==> src/rtl/pal_ext_pkg.sv <==
package pal_ext_pkg;
  typedef enum logic [1:0] {
    PORT_MASK = 2'd0,
    PORT_RIDX = 2'd1,
    PORT_WIDX = 2'd2,
    PORT_DATA = 2'd3
  } port_e;

  function automatic logic [5:0] depth_of(input logic [3:0] code);
    logic [5:0] d;
    case (code)
      4'h2, 4'h3, 4'hA: d = 6'd15;
      4'h4, 4'hE:       d = 6'd24;
      4'h5, 4'h6, 4'hC: d = 6'd16;
      4'h7:             d = 6'd32;
      default:          d = 6'd8;
    endcase
    return d;
  endfunction
endpackage

==> src/rtl/pal_ext_unlock_seq.sv <==
module pal_ext_unlock_seq
  import pal_ext_pkg::*;
#(
  parameter int          UNLOCK_RDS = 4,
  parameter logic [7:0]  CLR_CODE   = 8'hFF,
  localparam int         CNT_W      = $clog2(UNLOCK_RDS + 2)
) (
  input  logic             clk_i,
  input  logic             rst_ni,
  input  logic             acc_i,
  input  logic             wr_i,
  input  port_e            sel_i,
  input  logic [7:0]       wdata_i,
  output logic [CNT_W-1:0] cnt_o,
  output logic             ext_o,
  output logic [7:0]       cmd_o,
  output logic             id_hit_o,
  output logic             cmd_hit_o,
  output logic             cmd_ld_o
);
  localparam logic [CNT_W-1:0] ID_AT  = CNT_W'(UNLOCK_RDS - 1);
  localparam logic [CNT_W-1:0] CMD_AT = CNT_W'(UNLOCK_RDS);

  logic [CNT_W-1:0] cnt_q;
  logic ext_q;
  logic [7:0] cmd_q;
  logic mask_rd, mask_wr, other, clr;

  assign mask_rd   = acc_i && !wr_i && sel_i == PORT_MASK;
  assign mask_wr   = acc_i &&  wr_i && sel_i == PORT_MASK;
  assign other     = acc_i && sel_i != PORT_MASK;
  assign clr       = mask_wr && wdata_i == CLR_CODE;
  assign id_hit_o  = mask_rd && cnt_q == ID_AT;
  assign cmd_hit_o = mask_rd && cnt_q == CMD_AT;
  assign cmd_ld_o  = mask_wr && !clr && cnt_q == CMD_AT;

  always_ff @(posedge clk_i or negedge rst_ni) begin
    if (!rst_ni) begin
      cnt_q <= '0;
      ext_q <= 1'b0;
      cmd_q <= '0;
    end else begin
      if (clr || other || cmd_hit_o) cnt_q <= '0;
      else if (mask_rd)              cnt_q <= cnt_q + 1'b1;
      if (clr)           ext_q <= 1'b0;
      else if (id_hit_o) ext_q <= 1'b1;
      if (cmd_ld_o) cmd_q <= wdata_i;
    end
  end

  assign cnt_o = cnt_q;
  assign ext_o = ext_q;
  assign cmd_o = cmd_q;
endmodule

==> src/rtl/pal_ext_clk_bank.sv <==
module pal_ext_clk_bank
  import pal_ext_pkg::*;
#(
  parameter int  N_ENT = 16,
  localparam int IW    = $clog2(N_ENT),
  localparam int DW    = 16
) (
  input  logic          clk_i,
  input  logic          rst_ni,
  input  logic          ext_i,
  input  logic          acc_i,
  input  logic          wr_i,
  input  port_e         sel_i,
  input  logic [7:0]    wdata_i,
  input  logic [IW-1:0] lkp_sel_i,
  output logic [7:0]    rd_byte_o,
  output logic          hi_o,
  output logic [DW-1:0] lkp_o
);
  logic [DW-1:0] ent_q [N_ENT];
  logic [IW-1:0] ridx_q, widx_q;
  logic hi_q;
  logic dat_acc, ff_clr;

  assign dat_acc = ext_i && acc_i && sel_i == PORT_DATA;
  assign ff_clr  = acc_i && !wr_i && sel_i == PORT_MASK;

  always_ff @(posedge clk_i or negedge rst_ni) begin
    if (!rst_ni) begin
      ridx_q <= '0;
      widx_q <= '0;
      hi_q   <= 1'b0;
    end else begin
      if (ff_clr)       hi_q <= 1'b0;
      else if (dat_acc) hi_q <= !hi_q;
      if (ext_i && acc_i && wr_i && sel_i == PORT_RIDX) ridx_q <= wdata_i[IW-1:0];
      if (ext_i && acc_i && wr_i && sel_i == PORT_WIDX) widx_q <= wdata_i[IW-1:0];
      if (dat_acc && hi_q) begin
        if (wr_i) widx_q <= widx_q + 1'b1;
        else      ridx_q <= ridx_q + 1'b1;
      end
    end
  end

  for (genvar g = 0; g < N_ENT; g++) begin : g_ent
    always_ff @(posedge clk_i or negedge rst_ni) begin
      if (!rst_ni) ent_q[g] <= '0;
      else if (dat_acc && wr_i && widx_q == IW'(g)) begin
        if (hi_q) ent_q[g][15:8] <= wdata_i;
        else      ent_q[g][7:0]  <= wdata_i;
      end
    end
  end

  always_comb begin
    case (sel_i)
      PORT_DATA: rd_byte_o = hi_q ? ent_q[ridx_q][15:8] : ent_q[ridx_q][7:0];
      PORT_RIDX: rd_byte_o = 8'(ridx_q);
      PORT_WIDX: rd_byte_o = 8'(widx_q);
      default:   rd_byte_o = '0;
    endcase
  end

  assign hi_o  = hi_q;
  assign lkp_o = ent_q[lkp_sel_i];
endmodule

==> src/rtl/pal_ext_clk_fields.sv <==
module pal_ext_clk_fields (
  input  logic [15:0] ent_i,
  output logic [7:0]  m_o,
  output logic [5:0]  n1_o,
  output logic [2:0]  n2_o
);
  assign m_o  = {1'b0, ent_i[6:0]} + 8'd2;
  assign n1_o = {1'b0, ent_i[12:8]} + 6'd2;
  assign n2_o = ent_i[15:13];
endmodule

==> src/rtl/pal_ext_unlock.sv <==
module pal_ext_unlock
  import pal_ext_pkg::*;
#(
  parameter int         N_ENT      = 16,
  parameter int         UNLOCK_RDS = 4,
  parameter logic [7:0] ID_BYTE    = 8'h70,
  localparam int        IW         = $clog2(N_ENT),
  localparam int        CNT_W      = $clog2(UNLOCK_RDS + 2)
) (
  input  logic          clk_i,
  input  logic          rst_ni,
  input  logic          acc_i,
  input  logic          wr_i,
  input  logic [1:0]    port_sel_i,
  input  logic [7:0]    wdata_i,
  output logic [7:0]    rdata_o,
  output logic          pt_stb_o,
  input  logic [7:0]    pt_rdata_i,
  output logic [5:0]    depth_o,
  input  logic [IW-1:0] lkp_sel_i,
  output logic [7:0]    m_o,
  output logic [5:0]    n1_o,
  output logic [2:0]    n2_o
);
  port_e sel;
  logic [CNT_W-1:0] cnt_w;
  logic ext_w, id_hit, cmd_hit, cmd_ld, hi_w;
  logic [7:0] cmd_w, bank_byte;
  logic [15:0] lkp_ent;
  logic ext_svc;

  assign sel = port_e'(port_sel_i);

  pal_ext_unlock_seq #(.UNLOCK_RDS(UNLOCK_RDS)) u_seq (
    .clk_i(clk_i), .rst_ni(rst_ni), .acc_i(acc_i), .wr_i(wr_i), .sel_i(sel),
    .wdata_i(wdata_i), .cnt_o(cnt_w), .ext_o(ext_w), .cmd_o(cmd_w),
    .id_hit_o(id_hit), .cmd_hit_o(cmd_hit), .cmd_ld_o(cmd_ld)
  );

  pal_ext_clk_bank #(.N_ENT(N_ENT)) u_bank (
    .clk_i(clk_i), .rst_ni(rst_ni), .ext_i(ext_w), .acc_i(acc_i), .wr_i(wr_i),
    .sel_i(sel), .wdata_i(wdata_i), .lkp_sel_i(lkp_sel_i),
    .rd_byte_o(bank_byte), .hi_o(hi_w), .lkp_o(lkp_ent)
  );

  pal_ext_clk_fields u_fld (.ent_i(lkp_ent), .m_o(m_o), .n1_o(n1_o), .n2_o(n2_o));

  assign ext_svc  = ext_w && sel != PORT_MASK;
  assign pt_stb_o = acc_i && !(id_hit || cmd_hit || cmd_ld || ext_svc);
  assign depth_o  = depth_of(cmd_w[7:4]);

  always_comb begin
    if (!acc_i || wr_i) rdata_o = '0;
    else if (id_hit)    rdata_o = ID_BYTE;
    else if (cmd_hit)   rdata_o = cmd_w;
    else if (ext_svc)   rdata_o = bank_byte;
    else                rdata_o = pt_rdata_i;
  end
endmodule

==> config.mk <==
export PLATFORM = sky130hd
export DESIGN_NAME = pal_ext_unlock
export DESIGN_NICKNAME = d
export VERILOG_FILES = /design/src/rtl/pal_ext_pkg.sv /design/src/rtl/pal_ext_unlock_seq.sv /design/src/rtl/pal_ext_clk_bank.sv /design/src/rtl/pal_ext_clk_fields.sv /design/src/rtl/pal_ext_unlock.sv
export SDC_FILE = /design/constraint.sdc
export NUM_CORES = 1
export LEC_CHECK = 0
export BUFFER_PORTS_ARGS = -buffer_cell sky130_fd_sc_hd__clkbuf_2
export CAP_MARGIN = 20
export CORE_MARGIN = 2
export CORE_UTILIZATION = 67
export DETAILED_ROUTE_END_ITERATION = 7
export PLACE_DENSITY_LB_ADDON = 0.15
export SYNTH_ARGS = -nofsm -noshare
export SYNTH_HDL_FRONTEND = slang
export SYNTH_SLANG_ARGS = --single-unit
export TNS_END_PERCENT = 5
==> constraint.sdc <==
create_clock -name clk_i -period 5.9 [get_ports clk_i]
set_input_delay 0.885 -clock clk_i [delete_from_list [all_inputs] [get_ports clk_i]]
set_output_delay 0.885 -clock clk_i [all_outputs]
set_load 0.01 [all_outputs]
# [Yosys cells after proc, flatten, opt, wreduce, memory -nomap -nowiden]
# Memories as Yosys holds them, arrays and structs flattened.
# Index checks and enable logic that the tools add are counted.
# Widths: inputs -> output; s select.
[classes] n_addsub=5 n_mul=0 n_div=0 order_cmp=2 eq_ne=21 n_shift=0 n_mux=24 n_bitwise=3 reduce_logical=84
[op_table] cell="$bmux 16 s4" n=2
[op_table] cell="$mux 16" n=4
[op_table] cell="$reduce_and 2->1" n=32
[op_table] cell="$mux 8" n=5
[op_table] cell="$logic_and 1x1->1" n=35
[op_table] cell="$eq 4x4->1 const B" n=8
[op_table] cell="$mux 4" n=6
[op_table] cell="$pmux 8 s3" n=1
[op_table] cell="$eq 4x3->1 const B" n=4
[op_table] cell="$ge 5x5->1 const B" n=2
[op_table] cell="$not 4->5" n=2
[op_table] cell="$add 4x1->4 const B" n=2
[op_table] cell="$add 7x2->8 const B" n=1
[op_table] cell="$eq 4x2->1 const B" n=2
[op_table] cell="$eq 8x8->1 const B" n=1
[op_table] cell="$reduce_bool 2->1" n=4
[op_table] cell="$add 5x2->6 const B" n=1
[op_table] cell="$logic_or 1x1->1" n=6
[op_table] cell="$mux 3" n=2
[op_table] cell="$logic_not 1->1" n=5
[op_table] cell="$eq 2x2->1 const B" n=2
[op_table] cell="$eq 4x1->1 const B" n=1
[op_table] cell="$logic_not 4->1" n=1
[op_table] cell="$mux 1" n=4
[op_table] cell="other kinds (6)" n=6
[word_totals] register_bits=277 latch_bits=0 mem_bits_rw=0 mem_bits_ro=96 input_bits=26 output_inout_bits=32 wordCells=178 mem_count=1
[memory_table] memory="(name not given)" words=16 width=6 read_ports=1 rd_ports_with_merged_regs=0 write_ports=0 line_no="pal_ext_pkg.sv:11" rtl="case (code)"

# [Depth between registers and ports, before layout]
# Gate-level depths: netlist of run 1.
[depth] word_depth=10 depth_mapped=10

# [By module]
# A second synthesis of run 1 with hierarchy kept.
[unflattened] hier_cells=1069 area_unflattened_um2=15687.5
[by_module_without_submodules] module="pal_ext_clk_bank" n_inst=1 cells_each=949 area_per_inst_um2=14538.9 seq_area_each_um2=6631.4
[by_module_without_submodules] module="pal_ext_unlock_seq" n_inst=1 cells_each=50 area_per_inst_um2=620.6 seq_area_each_um2=300.3
[by_module_without_submodules] module="pal_ext_unlock" n_inst=1 cells_each=47 area_per_inst_um2=360.3 seq_area_each_um2=0.0
[by_module_without_submodules] module="pal_ext_clk_fields" n_inst=1 cells_each=23 area_per_inst_um2=167.7 seq_area_each_um2=0.0

# [Least setup slack after synthesis of run 1]
# No wires, ideal clock.
[synth_timing] path_kind="input to output" from="input lkp_sel_i[0]" to="output n1_o[3]" arrival_ns=2.895 setup_slack_ns=2.120 stages=7 path_buffers=3 path_cell_list="buf_2 > buf_6 > buf_4 > mux4_2 > mux4_2 > ha_1 > xor2_1"
[synth_via] elab_chain_cells=5
[synth_lines] item="from (decl)" line_no="pal_ext_unlock.sv:20" rtl="input logic [IW-1:0] lkp_sel_i,"
[synth_lines] item="$not 4->5 (not written as such)" line_no="pal_ext_clk_bank.sv:65" rtl="assign lkp_o = ent_q[lkp_sel_i];"
[synth_lines] item="$bmux 16 s4" line_no="pal_ext_clk_bank.sv:65"
[synth_lines] item="$mux 16 (not written as such) (2 in a row)" line_no="pal_ext_clk_bank.sv:65"
[synth_lines] item="$add 5x2->6" line_no="pal_ext_clk_fields.sv:8" rtl="assign n1_o = {1'b0, ent_i[12:8]} + 6'd2;"
[synth_lines] item="to (decl)" line_no="pal_ext_unlock.sv:22" rtl="output logic [5:0] n1_o,"
# No other way between the ends. The select of a mux whose other input is x is not followed.

# [Final worst setup path of run 1]
# Same ends and word-level chain as after synthesis.

==> reports/metrics.yaml, run 1 <==
status: "complete, no violations"
drc_errors: 0
power.density_nw_per_um2: 341
grt_max_degree: 160
grt_pass1_wl_mm: 59.9
ctsLongestPathBuffers: 3
maxCapViolations: 0
vias_per_cell: 7.10
gp_congestion: 0.867
drt_first_pass_iters: 5
ios: 58
yosysUniqueCellTypes: 50
fin_skew_ns: 0.0152
cts_tree: "done"
worst_hold_path_type: "primary input to async pin"
diodes: 0
fin_crit_sh: 0.754
hpwlAfterDp_mm: 25.2
die_h_microns: 154
cts_root_buf: "clkbuf_16"
ant_nets: 0
rsz0062_at_grt: "no"
die_w_microns: 154
worstPathArrival_ns: 3.56
initial_core_util: 0.686
design_area_sq_um: 16400
required_ns: 5.02
core_area_sq_um: 22000
ys_seq_area_frac: 0.460
port-buffer-count: 57
path_clk_slew_ns: 0.06
seqCellArea_sq_um: 6940
ys_ff_latch: 277
cts_resized: 0
drt_iter0_markers: 1013
num-fill-cells: 1406
period_needed_ns: 4.45
syn_avg_cell_area_sq_um: 14.6
worstMarginPinSlew_ns: 1.05
final_cell_mix: "275 x dfrtp_1, 262 x mux2_2, 141 x mux4_2"
vias: 9649
area_growth_pct: 8.91
dieArea_sq_um: 23700
vdd_drop_max_mv: 0.272
wl_per_cell_microns: 28.1
syn_nets: 1068
synthesis.area_sq_um: 15100
critPathKind: "primary input to output port"
crit_path_end_kind: "output port"
fin_util: 0.748
overflow: 0
power.leakage_nw: 7.66
cp_max_fo: 43
core.rowCount: 54
grt.total_usage: 0.336
fin_setup_tns_ns: 0
numCtsBuffers: 29
fin_nets: 1094
setup_violations: 0
route.final.wire_length_mm: 38.2
clk_latency_ns: 0.56
drv_slew: 0
relSlewSlack: 0.297
final_common_cell: "dfrtp_1"
synth_cells: 1032
drive_gt1_frac: 0.490
cts_setup_buffers: 0
holdWs_ns: 0.252
startpoint_type: "primary input"
grt_pass1_vias: 9914
placed_cell_area_sq_um: 15500
hold_viol: 0
htree_num_levels: 1
clock.fmax_mhz: 225
yosys_warnings: 0
hold_buffers: 0
multiInputGateArea_sq_um: 7690
antenna_found_initial: 0
clock_sinks: 277
==> synthesized netlist by cell type (all sizes together) <==
| library cell | count | share of area |
|---|---|---|
| nand3 | 16 | 0.0053 |
| a311o | 4 | 0.0027 |
| a21boi | 1 | 0.00050 |
| mux2i | 19 | 0.013 |
| and4b | 1 | 0.00066 |
| dfrtp | 277 | 0.46 |
| nor2b | 5 | 0.0021 |
| or3 | 2 | 0.00083 |
| a31o | 1 | 0.00058 |
| o32ai | 2 | 0.0012 |
| nand2b | 7 | 0.0029 |
| or3b | 1 | 0.00058 |
| a221oi | 1 | 0.00058 |
| o22a | 2 | 0.0012 |
| o2111ai | 2 | 0.0012 |
| a31oi | 3 | 0.0012 |
| ha | 10 | 0.0083 |
| mux4 | 141 | 0.21 |
| o221a | 2 | 0.0015 |
| o22ai | 2 | 0.00083 |
| a221o | 1 | 0.00066 |
| o311a | 3 | 0.0020 |
| nor2 | 23 | 0.0057 |
| nand2 | 65 | 0.016 |
| xnor2 | 5 | 0.0029 |
| o21ai | 19 | 0.0063 |
| xor2 | 3 | 0.0017 |
| clkbuf | 47 | 0.012 |
| a211oi | 1 | 0.00050 |
| a32o | 4 | 0.0027 |
| and2 | 7 | 0.0029 |
| or2 | 1 | 0.00042 |
| nand4 | 6 | 0.0025 |
| and3 | 4 | 0.0017 |
| nor3 | 8 | 0.0030 |
| a22oi | 10 | 0.0050 |
| a21oi | 12 | 0.0040 |
| nor3b | 2 | 0.0010 |
| clkinv | 1 | 0.00025 |
| buf | 32 | 0.014 |
| mux2 | 262 | 0.20 |
| inv | 17 | 0.0042 |
==> metrics by stage <==
step / std cells / total power (W) / setup slack [ns]
after floorplan: 1032 / 0.00344 / 2.12
after global placement: 1306 / 0.00380 / 1.45
after detailed placement: 1306 / 0.00384 / 1.41
after CTS: 1358 / 0.00560 / 1.41
after global routing: 1359 / 0.00582 / 1.28
final: 1359 / 0.00560 / 1.45
==> metal layers <==
metal  vias to the layer above  GRT usage  wire (microns)
met5                         -          0               0
met4                         0      0.103            1230
met3                        83     0.0640            3070
met2                       459      0.543           18700
met1                      5066      0.473           15300
li1                       4041          -               -
==> critical path: stages <==
cell and delay [ns]:
buf_4 0.66, buf_4 0.35, mux4_2 0.52, mux4_2 0.51, ha_1 0.26, xor2_1 0.18
clkbuf_2 0.16
==> final timing paths <==
check                                  startpoint                 to  slack, ns  cells after the start
worst max-delay path                 lkp_sel_i[0]            n1_o[3]       1.45                      7
worst min-delay path                       rst_ni     u_seq.cnt_o[0]       0.25                      1
worst max register to register        u_seq.ext_o   u_bank.ent_q[73]       3.16                      5
worst min register to register  u_bank.ent_q[135]  u_bank.ent_q[135]       0.50                      1
max in group asynchronous                  rst_ni  u_bank.ent_q[206]       4.45                      2
min in group clk_i              u_bank.ent_q[135]  u_bank.ent_q[135]       0.50                      1
==> cell families after synthesis <==
group                      share of synthesized area
buffers and inverters                         0.0300
adders and majority gates                    0.00830
AOI/OAI and AO/OA                             0.0325
DFF                                            0.460
xor gates and xnor gates                     0.00465
and+or+nand+nor                               0.0457
muxes                                          0.419
==> state kept, by name (all words and copies together) (netlist names) <==
| register | flops |
|---|---|
| u_bank.hi_o | 1 |
| u_seq.cnt_o | 3 |
| u_bank.ent_q | 256 |
| u_bank.widx_q | 4 |
| u_bank.ridx_q | 4 |
| u_seq.cmd_o | 8 |
| u_seq.ext_o | 1 |
==> cell type report <==
class | instances | area share
timing repair buffer | 74 | 0.0280
clock inverter | 9 | 0.00488
sequential | 277 | 0.423
inverter | 18 | 0.00412
tap | 280 | 0.0213
multi-input combinational | 658 | 0.468
clock buffer | 43 | 0.0505
==> power breakdown <==
| group | switching [W] | internal, W |
|---|---|---|
| clock | 0.000753 | 0.00101 |
| sequential | 0.000369 | 0.00216 |
| combinational | 0.000588 | 0.000718 |
Power figures use the tool's default switching activity.
==> run 2, diff against run 1 <==
- ABC_AREA: default -> 1
- CORE_UTILIZATION: 67 -> 57
- clock period: 5.9 -> 4.09 ns (I/O delays scaled with it)
==> run 2 against run 1 <==
Effect of this change: area after synthesis rose by 6.4%; core utilization fell by 12 points; cell area rose by 6.0%; critical path depth rose by 6; clock power rose by 56%; via count rose by 58%; global-route usage rose by 1.0 points; sequential share of layout area fell by 2.4 points; worst setup slack got worse by 1.1 ns; power rose by 25%; wire length rose by 32%; clock skew fell by 0.0046 ns; largest power group unchanged.
==> reports/metrics.yaml, run 2 <==
initial_core_util: 0.577
hold_buffers: 0
synth_cells: 2150
ys.flop_type: "dfrtp_1"
worst_hold_path_type: "primary input to async pin"
cts_root_buf: "clkbuf_16"
grt_pass1_vias: 14200
grt.total_usage: 0.346
regToRegEndpoint: "u_bank.ent_q[82]"
clk_latency_ns: 0.57
reg2reg_from: "u_bank.hi_o"
overflow: 0
path_clk_slew_ns: 0.06
syn_avg_cell_area_sq_um: 7.46
port-buffer-count: 57
die_w_microns: 172
route.final.wire_length_mm: 50.5
yosysTopAreaCell: "dfrtp_1"
grt_max_degree: 115
finalPower_w: 0.00701
worstMarginPinSlew_ns: 0.957
critPathKind: "flip-flop to output port"
synth_enable_flop_cells: 0
path_cells: "inv_4, buf_4, nand2_1, nand3_1, nand3_1, nand3_1, nand3_1, nand2_1, nand2_1, nand2_1, nand2_1, a21oi_1, clkbuf_2"
yosysUniqueCellTypes: 37
fin_nets: 2161
wl_per_cell_microns: 20.0
numCtsBuffers: 31
drc_errors: 0
fin_skew_ns: 0.0106
area_growth_pct: 8.49
gp_congestion: 0.899
rsz0062_at_grt: "no"
largest_reg_flops: 256
final_cell_mix: "689 x nand2_1, 294 x o21ai_0, 275 x dfrtp_1"
cts_setup_buffers: 0
switching_share: 0.319
ys_top_cells_by_count: "689 x nand2_1, 294 x o21ai_0, 277 x dfrtp_1, 172 x nor2_1, 152 x nand3_1"
drv_slew: 0
ant_nets: 0
crit_path_end_kind: "output port"
ys_seq_area_frac: 0.432
antenna_found_initial: 0
clock.fmax_mhz: 267
p_comb_frac: 0.195
yosys_warnings: 0
final_common_cell: "nand2_1"
core_area_sq_um: 27800
power.switching_w: 0.00224
ys_ff_latch: 277
r2r_setup_slack_ns: 1.61
required_ns: 3.48
startpoint_type: "flip-flop"
vias_per_cell: 6.02
pwr-share-seq: 0.411
drt_first_pass_iters: 6
worstPathArrival_ns: 3.13
crit_buf_inv: 3
drive_gt1_frac: 0.0954
diodes: 0
regMostFlops: "u_bank.ent_q"
vias: 15200
cts_tree: "done"
maxCapViolations: 0
synthArstFlopShare: 1.00
clock_sinks: 277
drt_iter0_markers: 2022
relSlewSlack: 0.362
fin_crit_sh: 0.916
synth.area.top_cells: "dfrtp_1 43%, nand2_1 16%, o21ai_0 9.2%"
dieArea_sq_um: 29500
internal_power_w: 0.00478
period_needed_ns: 3.75
ios: 58
die_h_microns: 172
crit_family: "simple AND/OR/NAND/NOR gates"
hold_viol: 0
synthesis.area_sq_um: 16000
hpwlAfterDp_mm: 32.0
clock_power_share: 0.394
status: "complete, no violations"
grt_pass1_wl_mm: 79.0
htree_num_levels: 1
ctsLongestPathBuffers: 3
crit_top_cell: "nand2_1"
critical-path-max-stage-delay_ns: 0.65
cp_max_fo: 46
syn_nets: 2186
vdd_drop_max_mv: 0.331
core.rowCount: 61
rr_worst_depth: 5
cp_slowest_cell: "dfrtp_4"
power.density_nw_per_um2: 403
fin_setup_tns_ns: 0
setup_violations: 0
holdWs_ns: 0.105
synthDominantCellAreaShare: 0.432
synth.most_common_cell: "nand2_1"
power.leakage_nw: 7.79
cts_resized: 0
[run 2: cell types whose count changed after synthesis, moves of 118 or more]
cell     previous run  this run
o21ai_1             4       122
mux4_2            141         0
nand2_1            65       689
o21ai_0            15       294
nor2_1             23       172
mux2_2            262         0
nand3_1            16       152
[run 2: per-layer routing]
| layer | global-route usage | routed length, microns | vias up |
|---|---|---|---|
| li1 | - | - | 7140 |
| met3 | 0.0612 | 4580 | 133 |
| met2 | 0.533 | 22600 | 788 |
| met5 | 0 | 0 | - |
| met1 | 0.480 | 21200 | 7144 |
| met4 | 0.152 | 2200 | 0 |
[run 2: cell families after synthesis]
logic type / Yosys count / share of synthesized area
compound gates: 553 / 0.186
flops: 277 / 0.432
fa+ha+maj: 10 / 0.00780
buf+inv: 229 / 0.0733
simple gates: 1074 / 0.296
xor+xnor: 7 / 0.00382
[run 2: area by class of cell]
cell class	count	area, sq um
fillers	2544	10400
multi-input cells	1644	7930
flip-flops and latches	277	6940
clock buffers	49	913
repair buffers	105	806
well taps	378	473
inverters	66	251
clock inverters	7	88.8
[run 2: through the flow]
step / std cells / worst slack (ns) / utilization / cell area [sq um]
after global routing: 2526 / 0.132 / 0.626 / 17400
after floorplan: 2150 / 1.41 / - / 16000
after global placement: 2467 / 0.939 / 0.587 / 16300
after detailed placement: 2469 / 0.905 / 0.589 / 16400
final: 2526 / 0.342 / 0.626 / 17400
after CTS: 2525 / 0.388 / 0.625 / 17400
[run 2: how the worst max path moves through the flow]
stage / from / to / slack (ns) / depth (start not counted)
floorplan: lkp_sel_i[0] / m_o[5] / 1.41 / 11
global placement: lkp_sel_i[1] / m_o[5] / 0.94 / 11
detailed placement: lkp_sel_i[1] / m_o[7] / 0.91 / 12
CTS: u_bank.ridx_q[0] / rdata_o[4] / 0.39 / 13
global route: u_bank.ridx_q[0] / rdata_o[4] / 0.13 / 13
finish: u_bank.ridx_q[0] / rdata_o[4] / 0.34 / 13
[run 2: worst reg2reg max path, delay by kind of cell, from the launching register on]
kind	cells	cell delay [ns]
buffers and inverters	2	0.87
and+or+nand+nor	2	0.68
AOI/OAI and AO/OA	1	0.08
DFF	1	0.71
[run 2: power groups by stage]
stage          combinational (W)  sequential [W]  clock [W]
3_3_place_gp             0.00130         0.00292          0
4_1_cts                  0.00133         0.00287    0.00279
2_1_floorplan           0.000879         0.00285          0
3_5_place_dp             0.00132         0.00292          0
5_1_grt                  0.00147         0.00288    0.00291
6_report                 0.00137         0.00288    0.00277
